## src/rtl/prot_pkg.sv

```systemverilog
package prot_pkg;

  // Degrees Celsius to temperature code, with a configurable offset.
  function automatic int degc_to_code(input int degc, input int ofs);
    return degc + ofs;
  endfunction

  // Millivolts to voltage code, with a step in millivolts (rounds up).
  function automatic int mv_to_code(input int mv, input int lsb_mv);
    return (mv + lsb_mv - 1) / lsb_mv;
  endfunction

  // Next hysteresis state from the current state and the sensed code.
  function automatic logic hyst_next(input logic cur, input logic at_trip,
                                     input logic at_clear);
    if (at_trip)       return 1'b1;
    else if (at_clear) return 1'b0;
    else               return cur;
  endfunction

endpackage

```

## src/rtl/chan_thermal.sv

```systemverilog
module chan_thermal #(
  parameter int CODE_W   = 8,
  parameter int TRIP_CODE = 200,
  parameter int REC_CODE  = 170
) (
  input  logic              clk,
  input  logic              rst_n,
  input  logic [CODE_W-1:0] temp_code,
  output logic              tsd_q
);
  import prot_pkg::*;

  localparam logic [CODE_W-1:0] TRIP_V = CODE_W'(TRIP_CODE);
  localparam logic [CODE_W-1:0] REC_V  = CODE_W'(REC_CODE);

  logic trip_evt;
  logic clear_evt;
  logic hold_evt;

  assign trip_evt  = (temp_code >= TRIP_V);
  assign clear_evt = (temp_code <= REC_V);
  assign hold_evt  = !trip_evt && !clear_evt;

  always_ff @(posedge clk or negedge rst_n) begin
    if (!rst_n) tsd_q <= 1'b0;
    else        tsd_q <= hyst_next(tsd_q, trip_evt, clear_evt);
  end


  trip_sets_chk: assert property (@(posedge clk) disable iff (!rst_n)
    trip_evt |=> tsd_q);


  clear_resets_chk: assert property (@(posedge clk) disable iff (!rst_n)
    clear_evt |=> !tsd_q);


  band_hold_chk: assert property (@(posedge clk) disable iff (!rst_n)
    hold_evt |=> (tsd_q == $past(tsd_q)));

endmodule

```

## src/rtl/ov_detect.sv

```systemverilog
module ov_detect #(
  parameter int CODE_W  = 8,
  parameter int OV_CODE = 108
) (
  input  logic              clk,
  input  logic              rst_n,
  input  logic [CODE_W-1:0] vbat_code,
  output logic              ov_q
);
  localparam logic [CODE_W-1:0] OV_V = CODE_W'(OV_CODE);

  logic over_evt;
  assign over_evt = (vbat_code >= OV_V);

  always_ff @(posedge clk or negedge rst_n) begin
    if (!rst_n) ov_q <= 1'b0;
    else        ov_q <= over_evt;
  end


  ov_sets_chk: assert property (@(posedge clk) disable iff (!rst_n)
    over_evt |=> ov_q);


  ov_clears_chk: assert property (@(posedge clk) disable iff (!rst_n)
    !over_evt |=> !ov_q);

endmodule

```

## src/rtl/prot_gate.sv

```systemverilog
module prot_gate #(
  parameter int NUM_CH      = 8,
  parameter int BIG_CH      = 5,
  parameter int TEMP_W      = 8,
  parameter int VOLT_W      = 8,
  parameter int TEMP_OFS    = 40,
  parameter int STD_TRIP_C  = 160,
  parameter int STD_REC_C   = 130,
  parameter int BIG_TRIP_C  = 170,
  parameter int BIG_REC_C   = 120,
  parameter int OV_MV       = 27000,
  parameter int VOLT_LSB_MV = 250
) (
  input  logic              clk,
  input  logic              rst_n,
  input  logic [NUM_CH-1:0] req_en,
  input  logic [TEMP_W-1:0] temp_code,
  input  logic [VOLT_W-1:0] vbat_code,
  output logic [NUM_CH-1:0] en_out,
  output logic [NUM_CH-1:0] tsd_flag,
  output logic              ov_flag
);
  import prot_pkg::*;

  localparam int STD_TRIP = degc_to_code(STD_TRIP_C, TEMP_OFS);
  localparam int STD_REC  = degc_to_code(STD_REC_C,  TEMP_OFS);
  localparam int BIG_TRIP = degc_to_code(BIG_TRIP_C, TEMP_OFS);
  localparam int BIG_REC  = degc_to_code(BIG_REC_C,  TEMP_OFS);
  localparam int OV_CODE  = mv_to_code(OV_MV, VOLT_LSB_MV);

  logic [NUM_CH-1:0] tsd_state;
  logic              ov_state;
  logic [NUM_CH-1:0] block_mask;

  for (genvar i = 0; i < NUM_CH; i++) begin : g_ch
    if (i == BIG_CH) begin : g_big
      chan_thermal #(.CODE_W(TEMP_W), .TRIP_CODE(BIG_TRIP), .REC_CODE(BIG_REC))
        u_th (.clk(clk), .rst_n(rst_n), .temp_code(temp_code), .tsd_q(tsd_state[i]));
    end else begin : g_std
      chan_thermal #(.CODE_W(TEMP_W), .TRIP_CODE(STD_TRIP), .REC_CODE(STD_REC))
        u_th (.clk(clk), .rst_n(rst_n), .temp_code(temp_code), .tsd_q(tsd_state[i]));
    end
  end

  ov_detect #(.CODE_W(VOLT_W), .OV_CODE(OV_CODE)) u_ov (
    .clk(clk), .rst_n(rst_n), .vbat_code(vbat_code), .ov_q(ov_state));

  assign block_mask = tsd_state | {NUM_CH{ov_state}};
  assign en_out     = req_en & ~block_mask;
  assign tsd_flag   = tsd_state;
  assign ov_flag    = ov_state;


  ov_gates_all_chk: assert property (@(posedge clk) disable iff (!rst_n)
    ov_flag |-> (en_out == '0));


  no_spurious_en_chk: assert property (@(posedge clk) disable iff (!rst_n)
    (en_out & ~req_en) == '0);


  tsd_gates_chk: assert property (@(posedge clk) disable iff (!rst_n)
    (en_out & tsd_flag) == '0);

endmodule

```

## config.mk

```make
export PLATFORM = sky130hd
export DESIGN_NAME = prot_gate
export DESIGN_NICKNAME = d
export VERILOG_FILES = /design/src/rtl/prot_pkg.sv /design/src/rtl/chan_thermal.sv /design/src/rtl/ov_detect.sv /design/src/rtl/prot_gate.sv
export SDC_FILE = /design/constraint.sdc
export NUM_CORES = 1
export LEC_CHECK = 0
export ABC_AREA = 1
export BUFFER_PORTS_ARGS = -buffer_cell sky130_fd_sc_hd__buf_4
export CAP_MARGIN = 10
export CORE_AREA = 8 8 45 47
export DETAILED_ROUTE_END_ITERATION = 16
export DIE_AREA = 0 0 53 55
export PLACE_DENSITY_LB_ADDON = 0.2
export SLEW_MARGIN = 0
export SYNTH_ARGS = -nofsm -noshare
export SYNTH_HDL_FRONTEND = slang
export SYNTH_SLANG_ARGS = --single-unit
```

## constraint.sdc

```tcl
create_clock -name clk -period 1.8 [get_ports clk]
set_clock_uncertainty 0.2 [all_clocks]
set_input_delay 0.18 -clock clk [delete_from_list [all_inputs] [get_ports clk]]
set_output_delay 0.18 -clock clk [all_outputs]
set_load 0.05 [all_outputs]
```

== After elaboration in Yosys (flattened, before gate mapping) ==
Cells that the tools add are included.

* Bits of input ports: 26
* Register bits after elaboration: 3
* Output and inout port bits: 17

* Bitwise gates (word level): 3
* Multiplexer cells: 4
* Reductions and logical operators: 2
* $lt $le $gt $ge: 5

{| class="wikitable"
|+ Operators by type and width
! cell !! number
|-
| $ge A8 B8 Y1 const B || 2
|-
| $le A8 B8 Y1 const B || 2
|-
| $and A8 B8 Y8 || 1
|-
| $ge A8 B7 Y1 const B || 1
|-
| $not A8 Y8 || 1
|-
| $or A8 B8 Y8 || 1
|-
| $mux W1 || 4
|-
| $reduce_bool A2 Y1 || 2
|}

== Logic depth before layout (Yosys ltp) ==
* Word-level depth: 3
* Gate-level depth with buffers: 6
* Mapped depth without buffers: 6

== Modules after synthesis ==
A second synthesis with hierarchy kept.

* Cells, all modules: 144
* Area total of the unflattened synthesis: 767.0 sq um

{| class="wikitable"
|+ Modules (own cells, without submodules)
! module !! area each (sq um) !! cells each !! seq. area each (sq um) !! instances
|-
| chan_thermal (g_ch[0].g_std.u_th ...) || 73.8 || 13 || 25.0 || 7
|-
| prot_gate || 101.3 || 25 || 0.0 || 1
|-
| chan_thermal (g_ch[5].g_big.u_th) || 93.8 || 19 || 25.0 || 1
|-
| ov_detect || 55.1 || 9 || 25.0 || 1
|}

== Worst setup path before layout ==
OpenSTA, ideal clock, no wires.

* Kind: register to output
* Start: register u_ov.ov_q
* End: output en_out[5]
* Arrival time: 1.780 ns
* Slack: -0.360 ns
* Path buffers: 0
* Required time: 1.420 ns
* Stages on the path, launching flop included: 2
* Cell sequence: dfrtp_1 > nor3b_1

* Cells in the longest elaborated chain, start to end: 3

{| class="wikitable"
|+ Ends and longest elaborated chain
! what !! RTL line !! RTL
|-
| start, declared || ov_detect.sv:8 || <nowiki>output logic ov_q</nowiki>
|-
| start signal, assigned || ov_detect.sv:17 || <nowiki>else ov_q <= over_evt;</nowiki>
|-
| $or A8 B8 Y8 || prot_gate.sv:48 || <nowiki>assign block_mask = tsd_state | {NUM_CH{ov_state}};</nowiki>
|-
| $not A8 Y8 || prot_gate.sv:49 || <nowiki>assign en_out = req_en & ~block_mask;</nowiki>
|-
| $and A8 B8 Y8 || prot_gate.sv:49 ||
|-
| end, declared || prot_gate.sv:19 || <nowiki>output logic [NUM_CH-1:0] en_out,</nowiki>
|}

No other way between the ends.

== Worst setup path in the final report ==
* Start: register u_ov.ov_q
* End: output en_out[4]

Same word-level chain as after synthesis.

==> impl_metrics.toml <==
[status]
status = "completed"

[finish]
drive_gt1_share_pct = 51.5
fin_nets = 128
area_growth_syn_to_layout_pct = 82.7
fin_cells = 117
fill_cells = 140
diodes = 0
fin_util_pct = 50.7

[drt]
wl_met3_um = 121
drcViolationCount = 0
drt_iter0_drc = 6
top_layer_used = "met3"
wire_per_inst_um = 10.2
routed_wl_um = 1190
first_pass_iters = 4
routed-via-count = 461
routed-wl-met2_um = 662
avgViaCountPerCell = 3.94
ant_nets = 0
wl_met1_um = 406

[clock_tree]
cts_buffer_depth = 2
h-tree-depth = 1
clock_sinks = 3
post_cts_resized = 0
clkSlewWorstSetupHoldPaths_ns = 0.04
cts_root_buffer = "clkbuf_4"
cts_buffers = 3
cts_tree = "yes"
worst_skew_pair.late_latency_ns = 0.23

[synth]
synth_compound_area_share_pct = 10.4
synthMuxAreaShare_pct = 0
synth_top_family_by_area = "simple AND/OR/NAND/NOR gates"
async_flop_share_pct = 100
ys_ff_latch = 3
synth_xor_area_share_pct = 0
avgSynthCellArea_um2 = 6.20
synth_cells = 62
synthSimpleGateAreaFrac_pct = 37.8
syn_area_um2 = 384
synthFlopType = "dfrtp_1"
yosysSeqAreaShare_pct = 19.5
synthesis.nets = 88
synth_adder_area_share_pct = 0
yosys_warnings = 0
synth.distinct_cells = 16
synth-edff-count = 0

[place]
place_inst = 110
io_buffer_count = 40
dp_hpwl_um = 1020
gp_congestion = 0.729

[timing]
finalSetupViolCount = 0
fin_crit_ns = 1.70
max_freq_mhz = 589
slew_violations = 0
hold_viol = 0
max_slew_margin_pct = 72.6
worst_slew_pin_slew_ns = 0.411
min_period_over_period_pct = 94.3
rsz0062_at_grt = "false"
setup_tns_ns = 0

[floorplanning]
ios = 43
core_um2 = 1380
die_width_um = 53
initial_core_util_pct = 27.8
die_area_um2 = 2920
die_h_um = 55
rows = 14

[worst_setup_path]
end_kind = "output pin"
crit_arrival_ns = 1.32
cp.required_ns = 1.42
critPathMaxFanout = 7
critical_path_class = "flip-flop to output pin"
startpoint_type = "flip-flop"

[global_route]
antenna_found_initial = 0
overflow = 0
track_usage_pct = 8.16
grt_start_max_net_pins = 9
grt_pass1_wl_um = 1730
grt_pass1_vias = 423

[power]
vdd_drop_max_mv = 0.357
p_leak_uw = 0.000413
total_power_uw = 448
p_per_area_nw_per_um2 = 638

[min_path]
holdCritPathClass = "input pin to flip-flop"

[run]
cap_violations = 0
area by class of cell:
type | instances | area [µm²] | area share (%)
Timing Repair Buffer | 44 | 338 | 48.1
Multi-Input combinational cell | 36 | 190 | 27.1
Sequential cell | 3 | 75.1 | 10.7
Inverter | 14 | 52.6 | 7.49
Clock buffer | 4 | 26.3 | 3.74
Tap cell | 16 | 20.0 | 2.85
kinds of logic after synthesis:
family,after synthesis
and+or+nand+nor,29
buffers and inverters,23
AOI/OAI and AO/OA,7
DFF,3
synth_stat cells (2+ instances only):
cell / count / share of area [%]
nor2_2: 6 / 9.8
a21oi_1: 3 / 3.9
buf_4: 8 / 16
nand3_1: 3 / 3.9
nand2_1: 12 / 12
dfrtp_1: 3 / 20
o21ai_0: 2 / 2.6
inv_1: 14 / 14
nor2_1: 4 / 3.9
what timing repair did:
action	4_1_cts	5_1_grt
endpoints found under the hold margin	4	0
endpoints found under the setup margin	0	0
setup buffers	0	0
hold buffers	3	0
sequential cells by signal, summed over array words and instances, names as in the netlist:
| signal | cells |
|---|---|
| g_ch.g_big.u_th.tsd_q | 1 |
| u_ov.ov_q | 1 |
| g_ch.g_std.u_th.tsd_q | 1 |
worst max-delay path: stages, from the launching register on:
cell     delay [ns]
dfrtp_1        0.39
or2_1          0.37
nor2_2         0.13
buf_4          0.20
through the flow:
step	setup slack [ns]	cell area [µm²]	hold slack (ns)
detailed placement	0.331	646	-0.229
global placement	0.335	646	-0.230
floorplan	0.0104	389	-0.316
global route	0.0167	702	0.0230
finish	0.103	702	0.0178
CTS	0.0763	702	0.0115
layer usage:
metal | track usage [%] | vias to the layer above
met5 | 0 | -
met4 | 6.47 | 0
met3 | 3.21 | 0
met2 | 14.1 | 20
met1 | 7.63 | 189
li1 | - | 252
cell usage in the layout (no fill, tap or decap):
master | netlist | final
nand3_1 | 3 | 3
nor2_4 | 1 | 1
dfrtp_1 | 3 | 3
or2_1 | 1 | 1
clkbuf_4 | 0 | 3
o21ai_0 | 2 | 2
buf_4 | 8 | 41
nor3b_2 | 0 | 1
a21boi_0 | 1 | 1
nor2_1 | 4 | 4
inv_1 | 14 | 14
nand2_1 | 12 | 12
nand3b_1 | 1 | 1
dlygate4sd3_1 | 0 | 3
clkbuf_1 | 0 | 1
a21oi_1 | 3 | 3
o21bai_1 | 1 | 1
nor2_2 | 6 | 6
power breakdown:
group          internal, µW  switching [µW]  leakage (µW)
Sequential             73.7            4.28     0.0000367
Clock                  83.1            35.8     0.0000150
Combinational          92.5             159      0.000361
Total                   249             199      0.000413
worst paths after layout:
path | from | end | slack (ns) | cells after the start
setup / recovery | u_ov.ov_q$_DFF_PN0_ | en_out[4] | 0.10 | 3
hold / removal | temp_code[3] | g_ch[2].g_std.u_th.tsd_q$_DFFE_PN0P_ | 0.02 | 3
setup reg to reg | g_ch[2].g_std.u_th.tsd_q$_DFFE_PN0P_ | g_ch[2].g_std.u_th.tsd_q$_DFFE_PN0P_ | 0.76 | 5
hold reg to reg | g_ch[5].g_big.u_th.tsd_q$_DFFE_PN0P_ | g_ch[5].g_big.u_th.tsd_q$_DFFE_PN0P_ | 0.48 | 3
max in group asynchronous | rst_n | g_ch[2].g_std.u_th.tsd_q$_DFFE_PN0P_ | 1.23 | 2
min in group asynchronous | rst_n | u_ov.ov_q$_DFF_PN0_ | 0.08 | 2
(Power assumes the default switching activity.)
